`src/rtl/vcs_pkg.sv`:
```
package vcs_pkg;

    typedef enum logic [2:0] {
        OP_EQZ  = 3'd0,
        OP_NEZ  = 3'd1,
        OP_GE   = 3'd2,
        OP_NOT  = 3'd3,
        OP_ADD  = 3'd4,
        OP_MUL  = 3'd5,
        OP_MOVA = 3'd6,
        OP_MOVB = 3'd7
    } vop_e;

    typedef enum logic [2:0] {
        ST_IDLE,
        ST_SCAN,
        ST_SKIP,
        ST_FLIP,
        ST_FIN
    } vst_e;

    function automatic logic is_test(vop_e op);
        return (op == OP_EQZ) || (op == OP_NEZ) || (op == OP_GE);
    endfunction

    function automatic logic is_arith(vop_e op);
        return (op == OP_ADD) || (op == OP_MUL) || (op == OP_MOVA) || (op == OP_MOVB);
    endfunction

endpackage

```
`src/rtl/vcs_lane_alu.sv`:
```
module vcs_lane_alu
    import vcs_pkg::*;
#(
    parameter int EW = 8
) (
    input  vop_e          op,
    input  logic [EW-1:0] a,
    input  logic [EW-1:0] b,
    output logic [EW-1:0] res,
    output logic          test_bit
);

    // Element result for arithmetic and move operations
    always_comb begin
        case (op)
            OP_ADD:  res = a + b;
            OP_MUL:  res = a * b;
            OP_MOVB: res = b;
            default: res = a;
        endcase
    end

    // Element predicate for test operations
    always_comb begin
        case (op)
            OP_EQZ:  test_bit = (a == '0);
            OP_NEZ:  test_bit = (a != '0);
            OP_GE:   test_bit = ($signed(a) >= $signed(b));
            default: test_bit = 1'b0;
        endcase
    end

endmodule

```
`src/rtl/vcs_mask_reg.sv`:
```
module vcs_mask_reg #(
    parameter  int NUM_EL = 8,
    localparam int IDXW   = $clog2(NUM_EL),
    localparam int LENW   = $clog2(NUM_EL + 1)
) (
    input  logic              clk,
    input  logic              rst_n,
    input  logic              clr,
    input  logic              set_en,
    input  logic [IDXW-1:0]   set_idx,
    input  logic              set_val,
    input  logic              flip_en,
    input  logic [LENW-1:0]   len,
    output logic [NUM_EL-1:0] mask
);

    for (genvar i = 0; i < NUM_EL; i++) begin : g_bit
        logic below_len;
        assign below_len = LENW'(i) < len;

        always_ff @(posedge clk or negedge rst_n) begin
            if (!rst_n) begin
                mask[i] <= 1'b0;
            end else if (clr) begin
                mask[i] <= 1'b0;
            end else if (flip_en) begin
                mask[i] <= below_len ? ~mask[i] : 1'b0;
            end else if (set_en && (set_idx == IDXW'(i))) begin
                mask[i] <= set_val;
            end
        end
    end

endmodule

```
`src/rtl/vcs_elem_pick.sv`:
```
module vcs_elem_pick #(
    parameter  int NUM_EL = 8,
    localparam int IDXW   = $clog2(NUM_EL),
    localparam int LENW   = $clog2(NUM_EL + 1)
) (
    input  logic [NUM_EL-1:0] mask,
    input  logic [LENW-1:0]   cursor,
    input  logic [LENW-1:0]   len,
    output logic              found,
    output logic [IDXW-1:0]   pos,
    output logic              more
);

    logic [NUM_EL-1:0] cand;
    logic [NUM_EL-1:0] lowest;

    // An element is a candidate when its mask bit is set inside [cursor, len)
    for (genvar i = 0; i < NUM_EL; i++) begin : g_cand
        assign cand[i] = mask[i] && (LENW'(i) >= cursor) && (LENW'(i) < len);
    end

    assign lowest = cand & (~cand + NUM_EL'(1));
    assign found  = |cand;
    assign more   = |(cand & ~lowest);

    always_comb begin
        pos = '0;
        for (int i = NUM_EL - 1; i >= 0; i--) begin
            if (cand[i]) pos = IDXW'(i);
        end
    end

endmodule

```
`src/rtl/vcs_unit.sv`:
```
module vcs_unit
    import vcs_pkg::*;
#(
    parameter  int NUM_EL = 8,
    parameter  int EW     = 8,
    localparam int IDXW   = $clog2(NUM_EL),
    localparam int LENW   = $clog2(NUM_EL + 1)
) (
    input  logic            clk,
    input  logic            rst_n,
    input  logic            start,
    input  logic [2:0]      opcode,
    input  logic            density,
    input  logic [LENW-1:0] vlen,
    output logic [IDXW-1:0] rd_idx,
    input  logic [EW-1:0]   rd_a,
    input  logic [EW-1:0]   rd_b,
    output logic            wr_en,
    output logic [IDXW-1:0] wr_idx,
    output logic [EW-1:0]   wr_data,
    output logic            done
);

    vst_e            state_q, state_d;
    vop_e            op_q;
    vop_e            op_in;
    logic [LENW-1:0] len_q;
    logic [LENW-1:0] cur_q;
    logic [IDXW-1:0] idx_q;
    logic [LENW-1:0] len_clamp;

    logic [NUM_EL-1:0] mask;
    logic              pick_found;
    logic              pick_more;
    logic [IDXW-1:0]   pick_pos;
    logic [EW-1:0]     alu_res;
    logic              alu_test;
    logic              in_range;
    logic              scan_last;
    logic              m_clr;
    logic              m_set;
    logic              m_flip;

    assign op_in     = vop_e'(opcode);
    assign len_clamp = (vlen > LENW'(NUM_EL)) ? LENW'(NUM_EL) : vlen;
    assign in_range  = LENW'(idx_q) < len_q;
    assign scan_last = (LENW'(idx_q) + LENW'(1)) >= len_q;

    vcs_lane_alu #(.EW(EW)) u_alu (
        .op       (op_q),
        .a        (rd_a),
        .b        (rd_b),
        .res      (alu_res),
        .test_bit (alu_test)
    );

    vcs_mask_reg #(.NUM_EL(NUM_EL)) u_mask (
        .clk     (clk),
        .rst_n   (rst_n),
        .clr     (m_clr),
        .set_en  (m_set),
        .set_idx (idx_q),
        .set_val (alu_test),
        .flip_en (m_flip),
        .len     (len_q),
        .mask    (mask)
    );

    vcs_elem_pick #(.NUM_EL(NUM_EL)) u_pick (
        .mask   (mask),
        .cursor (cur_q),
        .len    (len_q),
        .found  (pick_found),
        .pos    (pick_pos),
        .more   (pick_more)
    );

    // Next-state selection
    always_comb begin
        state_d = state_q;
        unique case (state_q)
            ST_IDLE: begin
                if (start) begin
                    if (op_in == OP_NOT)                 state_d = ST_FLIP;
                    else if (is_arith(op_in) && density) state_d = ST_SKIP;
                    else                                 state_d = ST_SCAN;
                end
            end
            ST_SCAN: if (scan_last)  state_d = ST_FIN;
            ST_SKIP: if (!pick_more) state_d = ST_FIN;
            ST_FLIP: state_d = ST_FIN;
            ST_FIN:  state_d = ST_IDLE;
            default: state_d = ST_IDLE;
        endcase
    end

    // State register and operation context
    always_ff @(posedge clk or negedge rst_n) begin
        if (!rst_n) begin
            state_q <= ST_IDLE;
            op_q    <= OP_EQZ;
            len_q   <= '0;
            idx_q   <= '0;
            cur_q   <= '0;
        end else begin
            state_q <= state_d;
            if (state_q == ST_IDLE && start) begin
                op_q  <= op_in;
                len_q <= len_clamp;
                idx_q <= '0;
                cur_q <= '0;
            end
            if (state_q == ST_SCAN) idx_q <= idx_q + IDXW'(1);
            if (state_q == ST_SKIP) cur_q <= LENW'(pick_pos) + LENW'(1);
        end
    end

    // Outputs and mask controls
    always_comb begin
        rd_idx = (state_q == ST_SKIP) ? pick_pos : idx_q;
        wr_en  = 1'b0;
        done   = 1'b0;
        m_clr  = 1'b0;
        m_set  = 1'b0;
        m_flip = 1'b0;
        unique case (state_q)
            ST_IDLE: m_clr = start && is_test(op_in);
            ST_SCAN: begin
                wr_en = is_arith(op_q) && in_range && mask[idx_q];
                m_set = is_test(op_q) && in_range;
            end
            ST_SKIP: wr_en  = pick_found;
            ST_FLIP: m_flip = 1'b1;
            ST_FIN:  done   = 1'b1;
            default: ;
        endcase
        wr_idx  = rd_idx;
        wr_data = alu_res;
    end

endmodule

```
`config.mk`:
```
export PLATFORM = sky130hd
export DESIGN_NAME = vcs_unit
export DESIGN_NICKNAME = d
export VERILOG_FILES = /design/src/rtl/vcs_pkg.sv /design/src/rtl/vcs_lane_alu.sv /design/src/rtl/vcs_mask_reg.sv /design/src/rtl/vcs_elem_pick.sv /design/src/rtl/vcs_unit.sv
export SDC_FILE = /design/constraint.sdc
export NUM_CORES = 1
export LEC_CHECK = 0
export ABC_CLOCK_PERIOD_IN_PS = 6260
export BUFFER_PORTS_ARGS = -buffer_cell sky130_fd_sc_hd__buf_2
export CORE_ASPECT_RATIO = 0.75
export CORE_UTILIZATION = 55
export CTS_CLUSTER_DIAMETER = 40
export DETAILED_ROUTE_END_ITERATION = 10
export GPL_TIMING_DRIVEN = 1
export HOLD_SLACK_MARGIN = 0.1
export PLACE_DENSITY = 0.8
export RECOVER_POWER = 100
export REMOVE_ABC_BUFFERS = 1
export SLEW_MARGIN = 20
export SYNTH_ARGS = -nofsm -noshare
export SYNTH_HDL_FRONTEND = slang
export SYNTH_HIERARCHICAL = 1
export SYNTH_SLANG_ARGS = --single-unit
```
`constraint.sdc`:
```
create_clock -name clk -period 6.26 [get_ports clk]
set_clock_uncertainty 0.05 [all_clocks]
set_input_delay 0.626 -clock clk [delete_from_list [all_inputs] [get_ports clk]]
set_output_delay 0.626 -clock clk [all_outputs]
set_load 0.05 [all_outputs]
```
== After elaboration in Yosys (flattened, before gate mapping) ==
Cells that the tools add are included.

* $add $sub $neg: 5
* $mul: 1
* Order comparisons: 21
* Eq/ne operators: 27
* Multiplexer cells: 61
* Bitwise gates (word level): 12
* Reduce and logical (&&, ||, !) cells: 59

{| class="wikitable"
|+ Operators with widths
! kind !! count
|-
| two-way mux 3 bit || 14
|-
| equality test 3 bit (second input constant) || 13
|-
| two-way mux 1 bit || 37
|-
| logical AND 1 bit || 30
|-
| case mux 8 bit (3 select lines) || 1
|-
| nonzero test 3 bit || 8
|-
| equality test 3 x 2 -> 1 bit (second input constant) || 7
|-
| AND 8 bit || 2
|-
| greater-or-equal comparator 3 x 4 -> 1 bit (first input constant) || 4
|-
| < comparator 3 x 4 -> 1 bit (first input constant) || 4
|-
| NOT 8 bit || 2
|-
| OR reduction 8 bit || 2
|-
| equality test 3 x 1 -> 1 bit (second input constant) || 4
|-
| logical NOT 3 bit || 4
|-
| two-way mux 4 bit || 3
|-
| case mux 3 bit (4 select lines) || 1
|-
| logical OR 1 bit || 10
|-
| adder 3 x 1 -> 4 bit (second input constant) || 2
|-
| adder 8 x 1 -> 8 bit (second input constant) || 1
|-
| adder 8 bit || 1
|-
| greater-or-equal comparator 1 x 4 -> 1 bit (first input constant) || 2
|-
| greater-or-equal comparator 2 x 4 -> 1 bit (first input constant) || 2
|-
| greater-or-equal comparator 8 bit || 1
|-
| logical NOT 8 bit || 1
|-
| 17 further kinds || 30
|}

* Flip-flop bits (word level): 25
* Bits of input ports: 27
* Output and inout port bits: 16

== Logic depth before layout (Yosys ltp) ==
Gate-level depths: netlist of run 1.

* Depth in word-level cells: 13
* Depth in mapped cells: 17
* Gate-level depth less buffers: 17

== By module ==
Netlist of run 1, hierarchy kept.

{| class="wikitable"
|+ By module, submodules not included
! module !! times used !! cells each !! area each (um^2) !! seq. area each (um^2)
|-
| vcs_lane_alu || 1 || 215 || 1,627.8 || 0.0
|-
| vcs_unit || 1 || 117 || 1,083.5 || 425.4
|-
| vcs_mask_reg || 1 || 53 || 501.7 || 200.2
|-
| vcs_elem_pick || 1 || 51 || 334.1 || 0.0
|}

== Least setup slack after synthesis of run 1 ==
OpenSTA, ideal clock, no wires.

* Path kind: input to output
* Start: in rd_a[3]
* End: out wr_data[7]
* Data arrival time: 4,936 ps
* Data required time: 5,584 ps
* Setup slack: 648 ps
* Cell stages on the path: 16
* Buffers on the path: 0
* Cells stage by stage: ha_1 > inv_1 > fa_1 > inv_1 > ha_1 > fa_1 > inv_1 > fa_1 > inv_1 > ha_1 > a21oi_1 > xnor3_1 > xnor3_1 > a21oi_1 > a31o_1 > a31oi_1

* Longest elaborated chain between the ends: 2

{| class="wikitable"
|+ Ends and longest elaborated chain
! what !! RTL line !! text
|-
| start: declaration || vcs_unit.sv:16 || <nowiki>input logic [EW-1:0] rd_a,</nowiki>
|-
| multiplier 8 x 8 -> 8 bit / adder 8 bit (equally long branches) || vcs_lane_alu.sv:17, vcs_lane_alu.sv:16 ||
|-
| case mux 8 bit (3 select lines) * || vcs_lane_alu.sv:15 || <nowiki>case (op)</nowiki>
|-
| end: declaration || vcs_unit.sv:20 || <nowiki>output logic [EW-1:0] wr_data,</nowiki>
|}

Every way passes the cells marked *; elsewhere a longest branch is shown, timed or not.

== Final worst setup path of run 1 ==
* Start: in rd_a[1]
* End: out wr_data[7]

Same word-level chain as after synthesis.

==> reports/results.ini, run 1 <==
[placement]
finalWeightedCongestion = 0.941
port_buffers = 42
hpwl_um = 7330
pre_cts_ws_ns = 0.669

[logic_synthesis]
muxShareOfSynthArea_pct = 2.47
synth_edf_count = 0
yosys_warnings = 6
async_reset_ff_share_pct = 100
synth-xor-area-share_pct = 5.93
yosysUniqueCellTypes = 74
ys_ff_latch = 25
synth_adder_area_share_pct = 21.4
syn_area_per_cell_um2 = 8.14
syn_area_um2 = 3550
synthFlopType = dfrtp_1
netlist_instances = 436
synth_compound_area_share_pct = 19.8
synth_simple_gate_area_share_pct = 25.3
synth_top_family_by_area = simple AND/OR/NAND/NOR gates
synth-seq-area-share_pct = 17.6

[timing]
setup_violations = 0
tns_ns = 0
hold_viol_final = 0
finalCritPeriodShare_pct = 93.1
grt_setup_unrepaired = false
hold_slack_ns = 0.508
fmax_mhz = 172
max_slew_margin_pct = -46.2
fin_ws_ns = 0.434
min_period_ns = 5.83
worst_pin_slew_ns = 2.16
finalMaxSlewViolations = 15

[cts]
htree_levels = 1
cts_setup_buffers = 0
clk_pin_slew_ns = 0.09
cts_tree = done
hold_buffers = 0
numCtsBuffers = 3
cts_resized = 0
clk_latency_ns = 0.28
cts_sinks = 25
clockRootBuffer = clkbuf_8
cts_max_path_buffers = 2

[worst_setup_path]
worstPathMaxFanout = 11
critPathMaxStageDelay_ns = 0.54
crit_path_end_kind = output pin
cp_cell_sequence = buf_2 > nand2_1 > fa_1 > fa_1 > inv_1 > fa_1 > inv_1 > fa_1 > inv_1 > ha_1 > a21oi_1 > xnor3_1 > xnor3_1 > a21oi_1 > a31o_1 > a31oi_1 > clkbuf_1
critPathBufInv = 5
crit_type = input port to output pin
crit_top_cell = fa_1
cp.required_ns = 5.58
critPathSlowestCell = fa_1
arrival_ns = 5.15
start_kind = input port
cpLargestDelayFamily = adder cells

[floorplanning]
io_pins = 43
floorplan.die_area_um2 = 6780
floorplan.initialDensity_pct = 59.1
core_um2 = 6010
fp-row-count = 24
die_h_um = 71.6
die_x_um = 94.7

[route]
wirelength_um = 9480
dr.first_iter.drc_count = 356
drtPass1Iterations = 5
routed_via_density = 6.23
wl_per_cell_um = 17.3
vias = 3414
antenna_left = 0
drc = 0

[finish]
final_common_cell = inv_1
final_cell_mix = 50 x inv_1, 47 x nand2_1, 40 x ha_1
antennaDiodeCount = 0
final_nets = 551
drive_gt1_share_pct = 11.5
area_growth_pct = 7.02
final_util_pct = 63.2

[global_routing]
track_usage_pct = 30.3
gr-total-overflow = 0
grt_pass1_wl_um = 16000
grt_pass1_vias = 3301
grt_start_max_net_pins = 26
antenna_found_initial = 0

[run]
maxCapViolCount = 1

[status]
status = finished, violations left
violations = capacitance limit, slew limit

[power]
p_leak_nw = 1.78
peakVddDrop_uv = 243
power_density_nw_per_um2 = 400
total_power_mw = 1.52

[hold_path]
hold_class = input port to flip-flop

==> state kept, by name (all words and copies together), names as in the netlist <==
register,flops
cur_q,4
idx_q,3
len_q,4
op_q,3
state_q,3
u_mask/mask,8
==> layout make-up <==
cell class                 count  area, um2
clock buffer                   4       45.0
fill                         553       2210
inverter                      50        188
multi-input combinational    349       2650
sequential                    25        626
tap                           78       97.6
timing repair buffer          42        191
==> cell families after synthesis <==
kind of cell / Yosys count
DFF: 25
buffers and inverters: 62
adders and majority gates: 53
and+or+nand+nor: 163
xor gates and xnor gates: 20
AOI/OAI and AO/OA: 106
muxes: 7
==> layer usage <==
metal  track usage, %  wire length, um  up-vias
li1                 -                -     1612
met1             47.3             4400     1615
met2             43.9             4110      177
met3             4.56              888       10
met4             7.07               85        0
met5                0                0        -
==> report_power, final <==
part | switching [mW] | internal (mW) | leakage (nW)
clock | 0.0558 | 0.0457 | 0.0228
combinational | 0.633 | 0.374 | 1.43
sequential | 0.187 | 0.222 | 0.331
total | 0.876 | 0.643 | 1.78
==> metrics by stage <==
| stage | cells | cell area (um2) |
|---|---|---|
| floorplan | 424 | 3470 |
| global route | 548 | 3800 |
| detailed placement | 544 | 3780 |
| finish | 548 | 3800 |
| CTS | 548 | 3820 |
| global placement | 544 | 3780 |
==> worst reg2reg max path, cell delays in order, from the launching register on <==
cell and delay [ns]:
dfrtp_1 0.64, inv_1 0.16, ha_1 0.32, a21oi_1 0.12, o21ai_0 0.15, a211oi_1 0.77
or4b_1 0.54, a311o_1 0.34
==> cells in the mapped netlist, types with 4 or more instances <==
library cell | number | area (um2)
and2_1 | 9 | 56.3
o22ai_1 | 5 | 31.3
a311o_1 | 5 | 50.1
o21ai_0 | 22 | 110
o221ai_1 | 4 | 35.0
nand3_1 | 9 | 45.0
xnor2_1 | 12 | 105
a21o_1 | 4 | 30.0
mux2_2 | 4 | 45.0
a21oi_1 | 26 | 130
dfrtp_1 | 25 | 626
nand3b_1 | 4 | 30.0
xor2_1 | 5 | 43.8
inv_1 | 50 | 188
nor3_1 | 11 | 55.1
a211oi_1 | 6 | 45.0
fa_1 | 13 | 260
nor2b_1 | 4 | 25.0
nand2b_1 | 7 | 43.8
ha_1 | 40 | 500
a31oi_1 | 5 | 31.3
nor2_1 | 33 | 124
o21bai_1 | 4 | 30.0
buf_4 | 4 | 30.0
nand2_1 | 47 | 176
==> worst paths after layout <==
check,startpoint,endpoint,slack (ns),cells after the start
worst max-delay path,rd_a[1],wr_data[7],0.43,17
worst min-delay path,opcode[0],op_q[0]$_DFFE_PN0P_,0.51,3
worst max register to register,len_q[1]$_DFFE_PN0P_,u_mask/mask[0]$_DFFE_PN0P_,3.07,7
worst min register to register,u_mask/mask[3]$_DFFE_PN0P_,u_mask/mask[3]$_DFFE_PN0P_,0.56,1
max in group asynchronous,rst_n,idx_q[1]$_DFFE_PN0P_,4.67,1
min in group asynchronous,rst_n,cur_q[3]$_DFFE_PN0P_,0.62,1
(Power assumes the default switching activity.)
==> run 2, diff against run 1 <==
--- a/config.mk
+++ b/config.mk
@@ -5,7 +5,8 @@
 export SDC_FILE = /design/constraint.sdc
 export NUM_CORES = 1
 export LEC_CHECK = 0
-export ABC_CLOCK_PERIOD_IN_PS = 6260
+export ABC_AREA = 1
+export ABC_CLOCK_PERIOD_IN_PS = 7300
 export BUFFER_PORTS_ARGS = -buffer_cell sky130_fd_sc_hd__buf_2
 export CORE_ASPECT_RATIO = 0.75
 export CORE_UTILIZATION = 55
@@ -13,7 +14,7 @@
 export DETAILED_ROUTE_END_ITERATION = 10
 export GPL_TIMING_DRIVEN = 1
 export HOLD_SLACK_MARGIN = 0.1
-export PLACE_DENSITY = 0.8
+export PLACE_DENSITY = 0.79
 export RECOVER_POWER = 100
 export REMOVE_ABC_BUFFERS = 1
 export SLEW_MARGIN = 20
==> constraint.sdc (replaced) <==
create_clock -name clk -period 7.3 [get_ports clk]
set_clock_uncertainty 0.05 [all_clocks]
set_input_delay 0.73 -clock clk [delete_from_list [all_inputs] [get_ports clk]]
set_output_delay 0.73 -clock clk [all_outputs]
set_load 0.05 [all_outputs]
==> run 2 against run 1 <==
Effect of this change:
- the flow now finishes without violations
- cell count rose by 40%
- first-iteration DRC count rose by 4.5%
- global-route usage fell by 1.6 points
- largest power group unchanged
==> reports/results.ini, run 2 <==
[finish]
largest_reg_flops = 8  ; unchanged
final_util_pct = 61.0  ; was 63.2%
fillerInstances = 692  ; was 553
layoutNonFillerInstCount = 769  ; was 548
antennaDiodeCount = 0  ; unchanged
final_nets = 752  ; was 551
drive_gt1_share_pct = 11.9  ; was 11.5%
final_cell_mix = 201 x nand2_1, 116 x inv_1, 58 x nand3_1  ; was 50 x inv_1, 47 x nand2_1, 40 x ha_1
reg_top3 = u_mask/mask: 8 flops, cur_q: 4 flops, len_q: 4 flops  ; unchanged
area_growth_pct = 5.30  ; was 7.02%
top_register = u_mask/mask  ; unchanged
fin_area_um2 = 4250  ; was 3800 um2
final_common_cell = nand2_1  ; was inv_1

[timing]
fmax_mhz = 176
grt_setup_unrepaired = false  ; unchanged
tns_ns = 0  ; unchanged
worst_pin_slew_ns = 1.39  ; was 2.16 ns
finalCritPeriodShare_pct = 77.8
hold_viol_final = 0  ; unchanged
min_period_ns = 5.68
setup_violations = 0  ; unchanged
finalMaxSlewViolations = 0  ; was 15
fin_ws_ns = 1.62  ; was 0.434 ns
max_slew_margin_pct = 7.12  ; was -46.2%
hold_slack_ns = 0.499  ; was 0.508 ns

[power]
total_power_mw = 1.48  ; was 1.52 mW
peakVddDrop_uv = 238  ; was 243 uV
power_density_nw_per_um2 = 348  ; was 400 nW/um2
p_leak_nw = 2.45  ; was 1.78 nW

[worst_setup_path]
reg2regPathDepth = 10  ; was 7
crit_path_end_kind = output pin  ; unchanged
start_kind = input port  ; unchanged
critPathMaxStageDelay_ns = 0.54  ; about the same
arrival_ns = 4.90  ; was 5.15 ns
crit_type = input port to output pin  ; unchanged
rr_startpoint = state_q[2]$_DFFE_PN0P_  ; was len_q[1]$_DFFE_PN0P_
cp_cell_sequence = clkbuf_1 > nand2_1 > fa_1 > fa_1 > inv_1 > fa_1 > inv_1 > fa_1 > inv_1 > ha_1 > nand2_1 > nand2_1 > a31oi_1 > inv_1 > nand2_1 > nand2_1 > nand2_1 > nand3_1 > nand4_1 > clkbuf_1  ; was buf_2 > nand2_1 > fa_1 > fa_1 > inv_1 > fa_1 > inv_1 > fa_1 > inv_1 > ha_1 > a21oi_1 > xnor3_1 > xnor3_1 > a21oi_1 > a31o_1 > a31oi_1 > clkbuf_1
crit_top_cell = nand2_1  ; was fa_1
worstPathMaxFanout = 10  ; was 11
critPathSlowestCell = fa_1  ; unchanged
critPathLaunch = rd_a[2]  ; was rd_a[1]
cp.required_ns = 6.52  ; was 5.58 ns

[floorplanning]
die_h_um = 76.2  ; was 71.6 um
floorplan.die_area_um2 = 7680  ; was 6780 um2
fp-row-count = 26  ; was 24
core_um2 = 6960  ; was 6010 um2
floorplan.initialDensity_pct = 57.9  ; was 59.1%
die_x_um = 101  ; was 94.7 um
io_pins = 43  ; unchanged

[logic_synthesis]
yosys-top-cells-count = 201 x nand2_1, 116 x inv_1, 56 x nand3_1  ; was 50 x inv_1, 47 x nand2_1, 40 x ha_1
yosysUniqueCellTypes = 48  ; was 74
syn_area_um2 = 4030  ; was 3550 um2
synth.top_cell.area_share_pct = 18.7  ; was 17.6%
syn_area_per_cell_um2 = 6.34  ; was 8.14 um2
async_reset_ff_share_pct = 100  ; unchanged
synth-seq-area-share_pct = 15.5  ; was 17.6%
yosys_warnings = 6  ; unchanged
synth_area_leaders = nand2_1 19%, dfrtp_1 16%, ha_1 12%  ; was dfrtp_1 18%, ha_1 14%, fa_1 7.3%
synthFlopType = dfrtp_1  ; unchanged
ys_ff_latch = 25  ; unchanged
synth_top_cell_by_area = nand2_1  ; was dfrtp_1
yosysMostFrequentCell = nand2_1  ; was inv_1
netlist_instances = 636  ; was 436
synth_edf_count = 0  ; unchanged

[global_routing]
track_usage_pct = 28.7  ; was 30.3%
gr-total-overflow = 0  ; unchanged
antenna_found_initial = 0  ; unchanged
grt_start_max_net_pins = 26  ; unchanged
grt_pass1_vias = 3895  ; was 3,301
grt_pass1_wl_um = 17800  ; was 16,000 um

[cts]
hold_buffers = 0  ; unchanged
cts_tree = done  ; unchanged
htree_levels = 1  ; unchanged
clockRootBuffer = clkbuf_8  ; unchanged
cts_sinks = 25  ; unchanged
cts_max_path_buffers = 2  ; unchanged
numCtsBuffers = 3  ; unchanged
cts_setup_buffers = 0  ; unchanged
clk_latency_ns = 0.27  ; was 0.28 ns
clk_pin_slew_ns = 0.09  ; about the same
cts_resized = 0  ; unchanged

[run]
maxCapViolCount = 0  ; was 1

[placement]
port_buffers = 42  ; unchanged
pre_cts_ws_ns = 1.99  ; was 0.669 ns
post_dp_cell_area_um2 = 4280  ; was 3780 um2
dp.cells = 765  ; was 544
finalWeightedCongestion = 0.940  ; was 0.941
hpwl_um = 8460  ; was 7330 um

[route]
drtPass1Iterations = 8  ; was 5
wirelength_um = 10200  ; was 9480 um
vias = 4045  ; was 3,414
wl_per_cell_um = 13.2  ; was 17.3 um
dr.first_iter.drc_count = 372  ; was 356
antenna_left = 0  ; unchanged
drc = 0  ; unchanged
routed_via_density = 5.26  ; was 6.23

[hold_path]
worstHoldPathCells = 2  ; was 3
hold_class = flip-flop to flip-flop  ; was input port to flip-flop
min_from = op_q[0]$_DFFE_PN0P_  ; was opcode[0]

[status]
status = complete, no violations  ; was finished, violations left

run 2: path summary, 6_finish.rpt:
check,to,slack [ns]
worst max-delay path,wr_data[7],1.62
max in group asynchronous,idx_q[2]$_DFFE_PN0P_,5.68
worst min register to register,op_q[0]$_DFFE_PN0P_,0.50
worst max register to register,u_mask/mask[3]$_DFFE_PN0P_,4.03
worst min-delay path,op_q[0]$_DFFE_PN0P_,0.50
min in group asynchronous,u_mask/mask[0]$_DFFE_PN0P_,0.71
run 2: layout make-up:
cell class | instances | area, um2 | area share, %
Clock buffer | 3 | 41.3 | 0.972
Clock inverter | 1 | 7.51 | 0.177
Inverter | 132 | 498 | 11.7
Multi-Input combinational cell | 467 | 2760 | 64.9
Sequential cell | 25 | 626 | 14.7
Tap cell | 98 | 123 | 2.89
Timing Repair Buffer | 43 | 196 | 4.62
run 2: power by group:
part / total [mW] / switching (mW) / internal (mW)
combinational: 1.10 / 0.784 / 0.317
clock: 0.0860 / 0.0473 / 0.0387
sequential: 0.291 / 0.0974 / 0.194
run 2: routing by layer:
metal  routed length [um]  up-vias  track usage [%]
met2                 4300      144             42.9
met3                  913        9             8.90
met1                 4900     1851             42.2
met4                   39        0             2.17
li1                     -     2041                -
met5                    0        -                0
run 2: cell families after synthesis:
family	after synthesis	synth area share, %
AOI/OAI and AO/OA	65	10.4
xor gates and xnor gates	6	1.30
adders and majority gates	53	18.9
buffers and inverters	144	14.7
DFF	25	15.5
and+or+nand+nor	343	39.2
run 2: critical path, delay by kind of cell:
| family | cells | cell delay (ns) |
|---|---|---|
| AO/OA/AOI/OAI | 1 | 0.18 |
| adder cells (fa/ha/maj) | 5 | 2.33 |
| buffers and inverters | 6 | 1.06 |
| AND/OR/NAND/NOR | 8 | 0.58 |
==> run 3, diff against run 2 <==
--- a/config.mk
+++ b/config.mk
@@ -6,7 +6,7 @@
 export NUM_CORES = 1
 export LEC_CHECK = 0
 export ABC_AREA = 1
-export ABC_CLOCK_PERIOD_IN_PS = 7300
+export ABC_CLOCK_PERIOD_IN_PS = 4800
 export BUFFER_PORTS_ARGS = -buffer_cell sky130_fd_sc_hd__buf_2
 export CORE_ASPECT_RATIO = 0.75
 export CORE_UTILIZATION = 55
@@ -14,7 +14,7 @@
 export DETAILED_ROUTE_END_ITERATION = 10
 export GPL_TIMING_DRIVEN = 1
 export HOLD_SLACK_MARGIN = 0.1
-export PLACE_DENSITY = 0.79
+export PLACE_DENSITY = 0.82
 export RECOVER_POWER = 100
 export REMOVE_ABC_BUFFERS = 1
 export SLEW_MARGIN = 20
==> constraint.sdc (replaced) <==
create_clock -name clk -period 4.8 [get_ports clk]
set_clock_uncertainty 0.05 [all_clocks]
set_input_delay 0.48 -clock clk [delete_from_list [all_inputs] [get_ports clk]]
set_output_delay 0.48 -clock clk [all_outputs]
set_load 0.05 [all_outputs]
==> run 3 against run 2 <==
Effect of this change:
- die area unchanged
- hold slack lost 0.12 ns
- clock power increased by 52%
- critical path type unchanged
==> reports/results.ini, run 3 (synthesis gave the netlist of run 2 again) <==
[route]
dr.first_iter.drc_count = 288  ; was 372
drc = 0  ; unchanged
wirelength_um = 10500  ; was 10,200 um
antenna_left = 0  ; unchanged
wl_per_cell_um = 13.7  ; was 13.2 um
vias = 4070  ; was 4,045
drtPass1Iterations = 5  ; was 8
routed_via_density = 5.27  ; was 5.26

[worst_setup_path]
critPathMaxStageDelay_ns = 0.55  ; was 0.54 ns
reg2reg_setup_slack_ns = 1.54  ; was 4.03 ns
cp_cell_sequence = clkbuf_2 > nand2_1 > fa_1 > fa_1 > inv_1 > fa_1 > inv_1 > fa_1 > inv_1 > ha_4 > nand2_1 > nand2_1 > a31oi_2 > inv_1 > nand2_1 > nand3_1 > nand3_1 > nand4_1 > buf_4  ; was clkbuf_1 > nand2_1 > fa_1 > fa_1 > inv_1 > fa_1 > inv_1 > fa_1 > inv_1 > ha_1 > nand2_1 > nand2_1 > a31oi_1 > inv_1 > nand2_1 > nand2_1 > nand2_1 > nand3_1 > nand4_1 > clkbuf_1
critPathBufInv = 6  ; unchanged
reg2regPathDepth = 10  ; unchanged
cp.required_ns = 4.27  ; was 6.52 ns
cpLargestDelayFamily = adder cells  ; unchanged
arrival_ns = 4.07  ; was 4.90 ns
worstPathMaxFanout = 9  ; was 10
critPathSlowestCell = fa_1  ; unchanged
start_kind = input port  ; unchanged
crit_path_end_kind = output pin  ; unchanged
rr_startpoint = state_q[2]$_DFFE_PN0P_  ; unchanged
reg2reg_to = u_mask/mask[3]$_DFFE_PN0P_  ; unchanged
crit_type = input port to output pin  ; unchanged

[finish]
antennaDiodeCount = 0  ; unchanged
drive_gt1_share_pct = 13.1  ; was 11.9%
reg_top3 = u_mask/mask: 8 flops, cur_q: 4 flops, len_q: 4 flops  ; unchanged
area_growth_pct = 6.64  ; was 5.30%
top_register = u_mask/mask  ; unchanged
largest_reg_flops = 8  ; unchanged
final_nets = 755  ; was 752
final_common_cell = nand2_1  ; unchanged
final_cell_mix = 201 x nand2_1, 117 x inv_1, 59 x nand3_1  ; was 201 x nand2_1, 116 x inv_1, 58 x nand3_1

[placement]
port_buffers = 42  ; unchanged
hpwl_um = 8690  ; was 8460 um
finalWeightedCongestion = 0.956  ; was 0.940
pre_cts_ws_ns = 0.105  ; was 1.99 ns

[floorplanning]
die_x_um = 101  ; unchanged
floorplan.die_area_um2 = 7680  ; unchanged
die_h_um = 76.2  ; unchanged
fp-row-count = 26  ; unchanged
io_pins = 43  ; unchanged
core_um2 = 6960  ; unchanged
floorplan.initialDensity_pct = 57.9  ; unchanged

[global_routing]
track_usage_pct = 29.8  ; was 28.7%
grt_pass1_vias = 3865  ; was 3,895
antenna_found_initial = 0  ; unchanged
gr-total-overflow = 0  ; unchanged
grt_start_max_net_pins = 26  ; unchanged
grt_pass1_wl_um = 18200  ; was 17,800 um

[cts]
clk_latency_ns = 0.27  ; about the same
cts_max_path_buffers = 2  ; unchanged
htree_levels = 1  ; unchanged
hold_buffers = 0  ; unchanged
numCtsBuffers = 3  ; unchanged
clk_pin_slew_ns = 0.09  ; about the same
clockRootBuffer = clkbuf_8  ; unchanged
cts_sinks = 25  ; unchanged
cts_tree = done  ; unchanged

[power]
p_leak_nw = 2.48  ; was 2.45 nW
power_density_nw_per_um2 = 533  ; was 348 nW/um2
peakVddDrop_uv = 291  ; was 238 uV

[timing]
finalCritPeriodShare_pct = 95.9
max_slew_margin_pct = 6.01  ; was 7.12%
worst_pin_slew_ns = 1.41  ; was 1.39 ns
hold_viol_final = 0  ; unchanged
grt_setup_unrepaired = false  ; unchanged
finalMaxSlewViolations = 0  ; unchanged
min_period_ns = 4.60
fmax_mhz = 217
setup_violations = 0  ; unchanged
tns_ns = 0  ; unchanged
fin_ws_ns = 0.195  ; was 1.62 ns

[status]
status = complete, no violations  ; unchanged

[hold_path]
worstHoldPathCells = 3  ; was 2
min_from = vlen[3]  ; was op_q[0]$_DFFE_PN0P_
hold-path-endpoint = len_q[3]$_DFFE_PN0P_  ; was op_q[0]$_DFFE_PN0P_
hold_class = input port to flip-flop  ; was flip-flop to flip-flop

[run]
maxCapViolCount = 0  ; unchanged

==> run 3: cell types whose count changed in the layout (fill, tap and decap cells not counted), moves of 2 or more <==
| cell | before | now |
|---|---|---|
| buf_4 | 1 | 5 |
| clkbuf_1 | 17 | 14 |
| clkbuf_2 | 0 | 2 |
| clkbuf_4 | 0 | 2 |
| ha_1 | 40 | 38 |
==> run 3: worst max path at each step <==
stage	startpoint	to	cells past startpoint
5_1_grt	rd_b[2]	wr_data[7]	19
6_report	rd_b[2]	wr_data[7]	19
2_1_floorplan	rd_b[4]	wr_data[7]	17
3_3_place_gp	rd_b[4]	wr_data[7]	20
4_1_cts	rd_a[3]	wr_data[7]	19
3_5_place_dp	rd_a[3]	wr_data[7]	19
==> run 3: report_power, final <==
part	leakage, nW	internal (mW)	switching [mW]
clock network	0.0228	0.0596	0.0714
registers	0.326	0.295	0.146
logic	2.13	0.503	1.22
==> run 3: worst register-to-register path: stages, from the launching register on <==
cell and delay (ns):
dfrtp_1 0.44, inv_1 0.17, nand3_4 0.09, nor2_1 0.40
clkinvlp_2 0.61, nor2_1 0.33, o21a_1 0.29, o21bai_1 0.23
clkinvlp_2 0.32, nand3_1 0.15, nand2_1 0.07
==> run 3: timing repair <==
action | CTS | global route
endpoints found under the setup margin | 0 | 1
buffers inserted | 0 | 0
resized for setup | 0 | 8
endpoints found under the hold margin | 0 | 0
==> run 3: area by class of cell <==
class / count / area (um2)
clock buffer: 4 / 45.0
fill: 683 / 2660
inverter: 132 / 498
multi-input combinational: 467 / 2780
sequential: 25 / 626
tap: 98 / 123
timing repair buffer: 46 / 231
==> run 3: metal layers <==
layer	vias to the layer above	part of all wire, %	GRT usage (%)	routed length, um
li1	2059	-	-	-
met5	-	0	0	0
met3	2	11	8.90	1160
met4	0	0.15	1.88	16
met1	1856	48	44.7	5060
met2	153	41	43.7	4300
==> run 3: metrics by stage <==
step	hold slack, ns	util, %	area, um2	power, mW	cells
floorplan	0.134	-	3940	1.75	624
global placement	0.458	61.8	4300	2.12	768
detailed placement	0.468	61.8	4300	2.16	768
finish	0.381	61.8	4300	2.29	772
global route	0.389	61.8	4300	2.53	772
CTS	0.171	62.5	4350	2.29	772
